[src/rtl/upd_pkg.sv]
// Package: shared types for the double-buffered update controller.
// Assumes: a single mode bit selects both the pin direction and the event source.
package upd_pkg;

    // Source of update events; also decides who drives the update pin.
    typedef enum logic {
        MODE_INT = 1'b0,   // internal timer, pin driven as output
        MODE_EXT = 1'b1    // external pin edge, pin is an input
    } upd_mode_e;

endpackage

[src/rtl/upd_pin_sync.sv]
// Module: upd_pin_sync
// Brings the asynchronous update pin into the clock domain through a
// STAGES-deep flop chain and flags its rising edge for one cycle.
// Assumes: the pin is stable for at least two clocks per level.
module upd_pin_sync #(
    parameter int STAGES = 2
) (
    input  logic clk,
    input  logic rst_n,
    input  logic pin_i,
    output logic rise_o
);

    logic [STAGES:0] sh_q;

    // Shift the pin through the synchronizer chain plus one history flop.
    always_ff @(posedge clk) begin
        if (!rst_n) sh_q <= '0;
        else        sh_q <= {sh_q[STAGES-1:0], pin_i};
    end

    // Rising edge: newest synchronized sample high, previous one low.
    assign rise_o = sh_q[STAGES-1] & ~sh_q[STAGES];

    // an edge lasts one cycle, so a held level cannot retrigger.
    p_single_edge_r7: assert property (@(posedge clk) disable iff (!rst_n)
        rise_o |=> !rise_o);

endmodule

[src/rtl/upd_timer.sv]
// Module: upd_timer
// Down-counter that reloads from a stored period and flags expiry once
// per period+1 clocks while running. A reload request restarts it.
// Assumes: reload has priority over counting.
module upd_timer #(
    parameter int              TW         = 32,
    parameter logic [TW-1:0]   RST_PERIOD = TW'(99)
) (
    input  logic          clk,
    input  logic          rst_n,
    input  logic          run_i,
    input  logic          reload_i,
    input  logic [TW-1:0] period_i,
    output logic          expire_o
);

    logic [TW-1:0] per_q;
    logic [TW-1:0] cnt_q;

    // Hold the period and count down, reloading at zero or on request.
    always_ff @(posedge clk) begin
        if (!rst_n) begin
            per_q <= RST_PERIOD;
            cnt_q <= RST_PERIOD;
        end else if (reload_i) begin
            per_q <= period_i;
            cnt_q <= period_i;
        end else if (run_i) begin
            cnt_q <= (cnt_q == '0) ? per_q : cnt_q - TW'(1);
        end
    end

    // Expiry is reported in the cycle the count sits at zero.
    assign expire_o = run_i & ~reload_i & (cnt_q == '0);

endmodule

[src/rtl/upd_pulse_gen.sv]
// Module: upd_pulse_gen
// Stretches a one-cycle trigger into a LEN-cycle high pulse starting on
// the edge after the trigger. A new trigger restarts the pulse.
// Assumes: LEN >= 1.
module upd_pulse_gen #(
    parameter int LEN = 8
) (
    input  logic clk,
    input  logic rst_n,
    input  logic trig_i,
    output logic pulse_o
);

    localparam int CW = $clog2(LEN + 1);

    logic [CW-1:0] cnt_q;
    int unsigned   hi_run_q;

    // Load the width on a trigger, otherwise count down to zero.
    always_ff @(posedge clk) begin
        if (!rst_n)            cnt_q <= '0;
        else if (trig_i)       cnt_q <= CW'(LEN);
        else if (cnt_q != '0)  cnt_q <= cnt_q - CW'(1);
    end

    assign pulse_o = (cnt_q != '0);

    // Checker counter: consecutive cycles the pulse has been high.
    always_ff @(posedge clk) begin
        if (!rst_n)       hi_run_q <= 0;
        else if (pulse_o) hi_run_q <= hi_run_q + 1;
        else              hi_run_q <= 0;
    end

    // a pulse only starts because of a trigger.
    p_pulse_start_r3: assert property (@(posedge clk) disable iff (!rst_n)
        $rose(pulse_o) |-> $past(trig_i));

    // a pulse never ends before LEN high cycles.
    p_pulse_width_r4: assert property (@(posedge clk) disable iff (!rst_n)
        $fell(pulse_o) |-> (hi_run_q >= LEN));

endmodule

[src/rtl/upd_regfile.sv]
// Module: upd_regfile
// Bank of NREG holding/active register pairs. Writes go to the holding
// copy; a load strobe copies every holding value to the active copy.
// Assumes: addresses at or above NREG are dropped.
module upd_regfile #(
    parameter int                    NREG     = 4,
    parameter int                    DW       = 16,
    parameter int                    AW       = (NREG > 1) ? $clog2(NREG) : 1,
    parameter logic [NREG*DW-1:0]    RST_VALS = '0
) (
    input  logic               clk,
    input  logic               rst_n,
    input  logic               wr_en,
    input  logic [AW-1:0]      wr_addr,
    input  logic [DW-1:0]      wr_data,
    input  logic               load_i,
    output logic [NREG*DW-1:0] act_o
);

    logic [DW-1:0] hold_q [NREG];
    logic [DW-1:0] act_q  [NREG];

    for (genvar g = 0; g < NREG; g++) begin : g_reg
        // Holding copy takes writes; active copy takes the holding copy on load.
        always_ff @(posedge clk) begin
            if (!rst_n) begin
                hold_q[g] <= RST_VALS[g*DW +: DW];
                act_q[g]  <= RST_VALS[g*DW +: DW];
            end else begin
                if (wr_en && (wr_addr == AW'(g))) hold_q[g] <= wr_data;
                if (load_i)                        act_q[g]  <= hold_q[g];
            end
        end
        assign act_o[g*DW +: DW] = act_q[g];
    end

    // without a load strobe the active bank holds its value.
    p_active_stable_r2: assert property (@(posedge clk) disable iff (!rst_n)
        !load_i |=> $stable(act_o));

endmodule

[src/rtl/dbuf_update_ctrl.sv]
// Module: dbuf_update_ctrl (top)
// Double-buffered register update controller. Update events come from the
// internal timer (pin driven as indication output) or from a synchronized
// rising edge on the update pin (pin as input). One register stage joins
// both sources ahead of the load, giving 2 clocks from timer expiry and
// 3 clocks from the first pin sampling edge to the transfer.
// Assumes: the pin's tristate buffer is outside this block.
module dbuf_update_ctrl
    import upd_pkg::*;
#(
    parameter int                  NREG       = 4,
    parameter int                  DW         = 16,
    parameter int                  AW         = (NREG > 1) ? $clog2(NREG) : 1,
    parameter int                  TW         = 32,
    parameter int                  PULSE_LEN  = 8,
    parameter int                  SYNC_STG   = 2,
    parameter logic [TW-1:0]       RST_PERIOD = TW'(99),
    parameter logic [NREG*DW-1:0]  RST_VALS   = '0
) (
    input  logic               clk,
    input  logic               rst_n,
    input  logic               wr_en,
    input  logic [AW-1:0]      wr_addr,
    input  logic [DW-1:0]      wr_data,
    input  logic               cfg_we,
    input  logic               cfg_ext_mode,
    input  logic [TW-1:0]      cfg_period,
    input  logic               upd_pin_i,
    output logic               upd_pin_o,
    output logic               upd_pin_oe,
    output logic [NREG*DW-1:0] active_regs
);

    upd_mode_e mode_q;
    logic      pin_rise;
    logic      int_evt;
    logic      ext_evt;
    logic      evt_q;
    logic      pulse;

    // Mode bit register; reset selects the internal timer.
    always_ff @(posedge clk) begin
        if (!rst_n)      mode_q <= MODE_INT;
        else if (cfg_we) mode_q <= upd_mode_e'(cfg_ext_mode);
    end

    upd_pin_sync #(.STAGES(SYNC_STG)) u_sync (
        .clk    (clk),
        .rst_n  (rst_n),
        .pin_i  (upd_pin_i),
        .rise_o (pin_rise)
    );

    upd_timer #(.TW(TW), .RST_PERIOD(RST_PERIOD)) u_timer (
        .clk      (clk),
        .rst_n    (rst_n),
        .run_i    (mode_q == MODE_INT),
        .reload_i (cfg_we),
        .period_i (cfg_period),
        .expire_o (int_evt)
    );

    assign ext_evt = pin_rise & (mode_q == MODE_EXT);

    // Common event stage ahead of the bank load.
    always_ff @(posedge clk) begin
        if (!rst_n) evt_q <= 1'b0;
        else        evt_q <= int_evt | ext_evt;
    end

    upd_pulse_gen #(.LEN(PULSE_LEN)) u_pulse (
        .clk     (clk),
        .rst_n   (rst_n),
        .trig_i  (int_evt),
        .pulse_o (pulse)
    );

    upd_regfile #(.NREG(NREG), .DW(DW), .AW(AW), .RST_VALS(RST_VALS)) u_regs (
        .clk     (clk),
        .rst_n   (rst_n),
        .wr_en   (wr_en),
        .wr_addr (wr_addr),
        .wr_data (wr_data),
        .load_i  (evt_q),
        .act_o   (active_regs)
    );

    assign upd_pin_oe = (mode_q == MODE_INT);
    assign upd_pin_o  = pulse & (mode_q == MODE_INT);

    // the timer is silent while the pin owns the event source.
    p_ext_timer_quiet_r8: assert property (@(posedge clk) disable iff (!rst_n)
        (mode_q == MODE_EXT) |-> !int_evt);

    // in internal mode only the timer can schedule a transfer.
    p_pin_ignored_r8: assert property (@(posedge clk) disable iff (!rst_n)
        ((mode_q == MODE_INT) && !int_evt) |=> !evt_q);

endmodule

[config.mk]
export PLATFORM = sky130hd
export DESIGN_NAME = dbuf_update_ctrl
export DESIGN_NICKNAME = d
export VERILOG_FILES = /design/src/rtl/upd_pkg.sv /design/src/rtl/upd_pin_sync.sv /design/src/rtl/upd_timer.sv /design/src/rtl/upd_pulse_gen.sv /design/src/rtl/upd_regfile.sv /design/src/rtl/dbuf_update_ctrl.sv
export SDC_FILE = /design/constraint.sdc
export NUM_CORES = 1
export LEC_CHECK = 0
export ABC_AREA = 1
export BUFFER_PORTS_ARGS = -buffer_cell sky130_fd_sc_hd__buf_2
export CORE_MARGIN = 1.5
export CORE_UTILIZATION = 25
export DETAILED_ROUTE_END_ITERATION = 6
export PLACE_DENSITY = 0.54
export SETUP_SLACK_MARGIN = 0.02
export SLEW_MARGIN = 30
export SYNTH_ARGS = -nofsm -noshare
export SYNTH_HDL_FRONTEND = slang
export SYNTH_SLANG_ARGS = --single-unit
[constraint.sdc]
create_clock -name clk -period 1.87 [get_ports clk]
set_input_delay 0.187 -clock clk [delete_from_list [all_inputs] [get_ports clk]]
set_output_delay 0.187 -clock clk [all_outputs]
set_load 0.05 [all_outputs]
==> summary.txt <==
Timing
  • Relative slew margins: 76.3%
  • Final hold violation count: 0
  • Min Tclk post-route: 1.73 ns
  • Hold slack: 0.00718 ns
  • Maximum clock frequency: 578 MHz
  • Final-report max-slew violation count: 0
  • Period utilization: 92.6%
  • RSZ-0062 raised after global routing: yes
  • Final setup viols: 0
  • Worst slew pin tran: 0.356 ns
  • Skew final: 0.0146 ns
  • Final setup TNS: 0 ns

Route
  • Routed WL: 24,600 µm
  • Via count: 7,216
  • WL per Instance: 14.4 µm
  • DRT antenna net count: 0
  • Iter 0 DRT Violations: 304
  • Via-per-instance ratio: 4.23
  • Router iterations before antenna repair: 5
  • DRC Markers: 0

Synth
  • Post-synthesis net count: 1,106
  • Mapped cell area: 0.00903 mm²
  • Post-synth EDFFs: 128
  • Synth Flop Type: edfxtp_1
  • Synth cell types: 35
  • Syn avg cell area: 8.63 µm²
  • Async set-reset flop share out of synthesis: 0%
  • Instance count of the mapped netlist: 1,046
  • Sequential area share after synthesis: 58.8%
  • Synthesis Warnings: 0
  • Yosys reg bits: 201

CTS
  • Clk pin slew, worst setup/hold paths: 0.06 ns
  • Clock Latency Late Sink: 0.52 ns
  • Max Buffers Root-to-Sink: 3
  • Cts bufs inserted: 23
  • Total clock sinks: 201
  • Htree depth: 1
  • CTS tree: built
  • Root buf cell: clkbuf_16

Cells and area
  • Multi-input gate area: 0.00295 mm²
  • Final Util: 32.3%
  • Syn-to-layout area delta: 27.3%
  • Final instance count without filler cells: 1,705
  • Fraction of layout cells with a size suffix above 1: 19.0%
  • Most common cell after layout, fill and taps aside: nand2_1
  • Reg area: 0.00531 mm²
  • Fin nets: 1,288
  • Fill cell count: 3,799
  • Antenna fix cells: 0
  • Most frequent cells in the layout: nand2_1, nor2_1, inv_1

Worst hold path
  • Hold depth: 3
  • Hold WC Path Type: primary input to flop

Worst setup path
  • Largest stage delay, worst path: 0.33 ns
  • CP Cell Sequence: inv_1 > ha_2 > a31oi_1 > buf_4
  • Crit-path slowest cell: dfxtp_1
  • Crit path max fanout: 4
  • WS Path Type: flop to output pin
  • Setup crit start kind: flop
  • Largest delay share family, worst path: flip-flops
  • Critical Path RT: 1.68 ns
  • Sum of buffers and inverters on the critical path: 2
  • Reg-to-reg setup timing slack: 0.20 ns
  • Worst r2r path cells: 9
  • Worst Path Arrival: 1.54 ns
  • Crit. End Element: output pin
  • Instance count on the critical path: 4

Placement
  • HPWL Detailed: 17,700 µm
  • GP Congestion: 0.854
  • IO buf count: 121
  • Inst Count DP: 1,631

Global route
  • GRT Residual Overflow: 0
  • Initial antenna violation count: 0
  • Vias in the first global route: 6,821
  • Pin count of the biggest net entering global routing: 65
  • Total GRT Usage: 13.1%
  • Global-route wire length before repair: 37,600 µm

Floorplan
  • Die ar.: 0.0373 mm²
  • Die W: 193 µm
  • Total core area: 0.0356 mm²
  • FP Rows: 69
  • Initial Util: 25.4%
  • Num ports: 122
  • Die height: 193 µm

Pwr
  • P per Cell Area: 985 mW/mm²
  • Peak supply drop: 0.600 mV
  • Leakage: 5.16 nW

Job
  • Maxcap violations: 0

Status
  • Status: finished clean
==> Yosys cell counts, drive strengths merged (2+ instances only) <==
| library cell | count | share of area, % |
|---|---|---|
| nor2 | 223 | 10 |
| nand2 | 221 | 9.6 |
| inv | 167 | 6.9 |
| edfxtp | 128 | 43 |
| dfxtp | 73 | 16 |
| a21oi | 69 | 3.9 |
| nand3 | 55 | 3.0 |
| o21ai | 36 | 2.0 |
| clkbuf | 25 | 1.0 |
| nand4 | 15 | 1.2 |
| buf | 10 | 0.73 |
| xor2 | 9 | 0.87 |
| ha | 4 | 0.55 |
| nor3 | 2 | 0.17 |
| or2 | 2 | 0.14 |
==> worst reg2reg max path: cells and delay by family (launching register included) <==
family	cells	cell delay (ns)
and+or+nand+nor	5	0.61
buffers and inverters	1	0.11
AOI/OAI and AO/OA	2	0.26
DFF	1	0.33
adders and majority gates	1	0.24
==> report_power, final <==
part / leakage [nW] / switching, W / total (W) / internal (W)
Clock: 0.371 / 0.00188 / 0.00461 / 0.00273
Combinational: 2.88 / 0.00107 / 0.00159 / 0.000515
Sequential: 1.90 / 0.000135 / 0.00513 / 0.00500
==> worst paths after layout <==
kind                  endpoint             start
min           u_timer.per_q[3]     cfg_period[3]
max reg2reg  u_timer.cnt_q[26]  u_timer.cnt_q[0]
max                  upd_pin_o  u_pulse.cnt_q[0]
min reg2reg     u_sync.sh_q[1]    u_sync.sh_q[0]
==> per-stage QoR <==
step	power (W)	area, µm²	setup WS, ns
3_3_place_gp	0.00674	10400	0.187
5_1_grt	0.0118	11500	0.0150
2_1_floorplan	0.00627	9030	0.101
4_1_cts	0.0115	11500	0.0258
3_5_place_dp	0.00677	10400	0.144
6_report	0.0113	11500	0.139
==> cell families (layout without fill, tap and decap cells) <==
logic type / after synthesis / in the layout / share of synthesized area [%]
and+or+nand+nor: 519 / 519 / 24.7
DFF: 201 / 201 / 58.8
xor gates and xnor gates: 10 / 10 / 0.970
muxes: 1 / 1 / 0.111
adders and majority gates: 4 / 4 / 0.554
AOI/OAI and AO/OA: 108 / 108 / 6.14
buffers and inverters: 203 / 401 / 8.77
==> state kept, by name, indices dropped and copies added, names as in the netlist <==
signal	cells
u_timer.per_q	32
u_sync.sh_q	3
u_pulse.cnt_q	4
u_timer.cnt_q	32
evt_q	1
u_regs.act_q	64
u_regs.hold_q	64
mode_q	1
==> routing by layer <==
metal / track usage (%) / up-vias / share of wire, %
li1: - / 3672 / -
met1: 16.4 / 3338 / 44
met2: 23.8 / 184 / 49
met3: 1.95 / 22 / 5.2
met4: 2.54 / 0 / 1.4
met5: 0 / - / 0
==> cell type report <==
cell class	instances	share of cell area (%)
flip-flops and latches	201	46.1
clock buffers	27	5.22
clock inverters	14	1.44
repair buffers	192	11.1
multi-input cells	642	25.6
inverters	168	5.50
well taps	461	5.02
==> repair_timing <==
item	in CTS	in global routing
resized for setup	1	5
hold endpoints to repair	33	0
setup endpoints to repair	1	15
setup buffers	0	1
cloned	0	0
pin swaps	0	2
hold buffers	32	0
(Power assumes the default switching activity.)
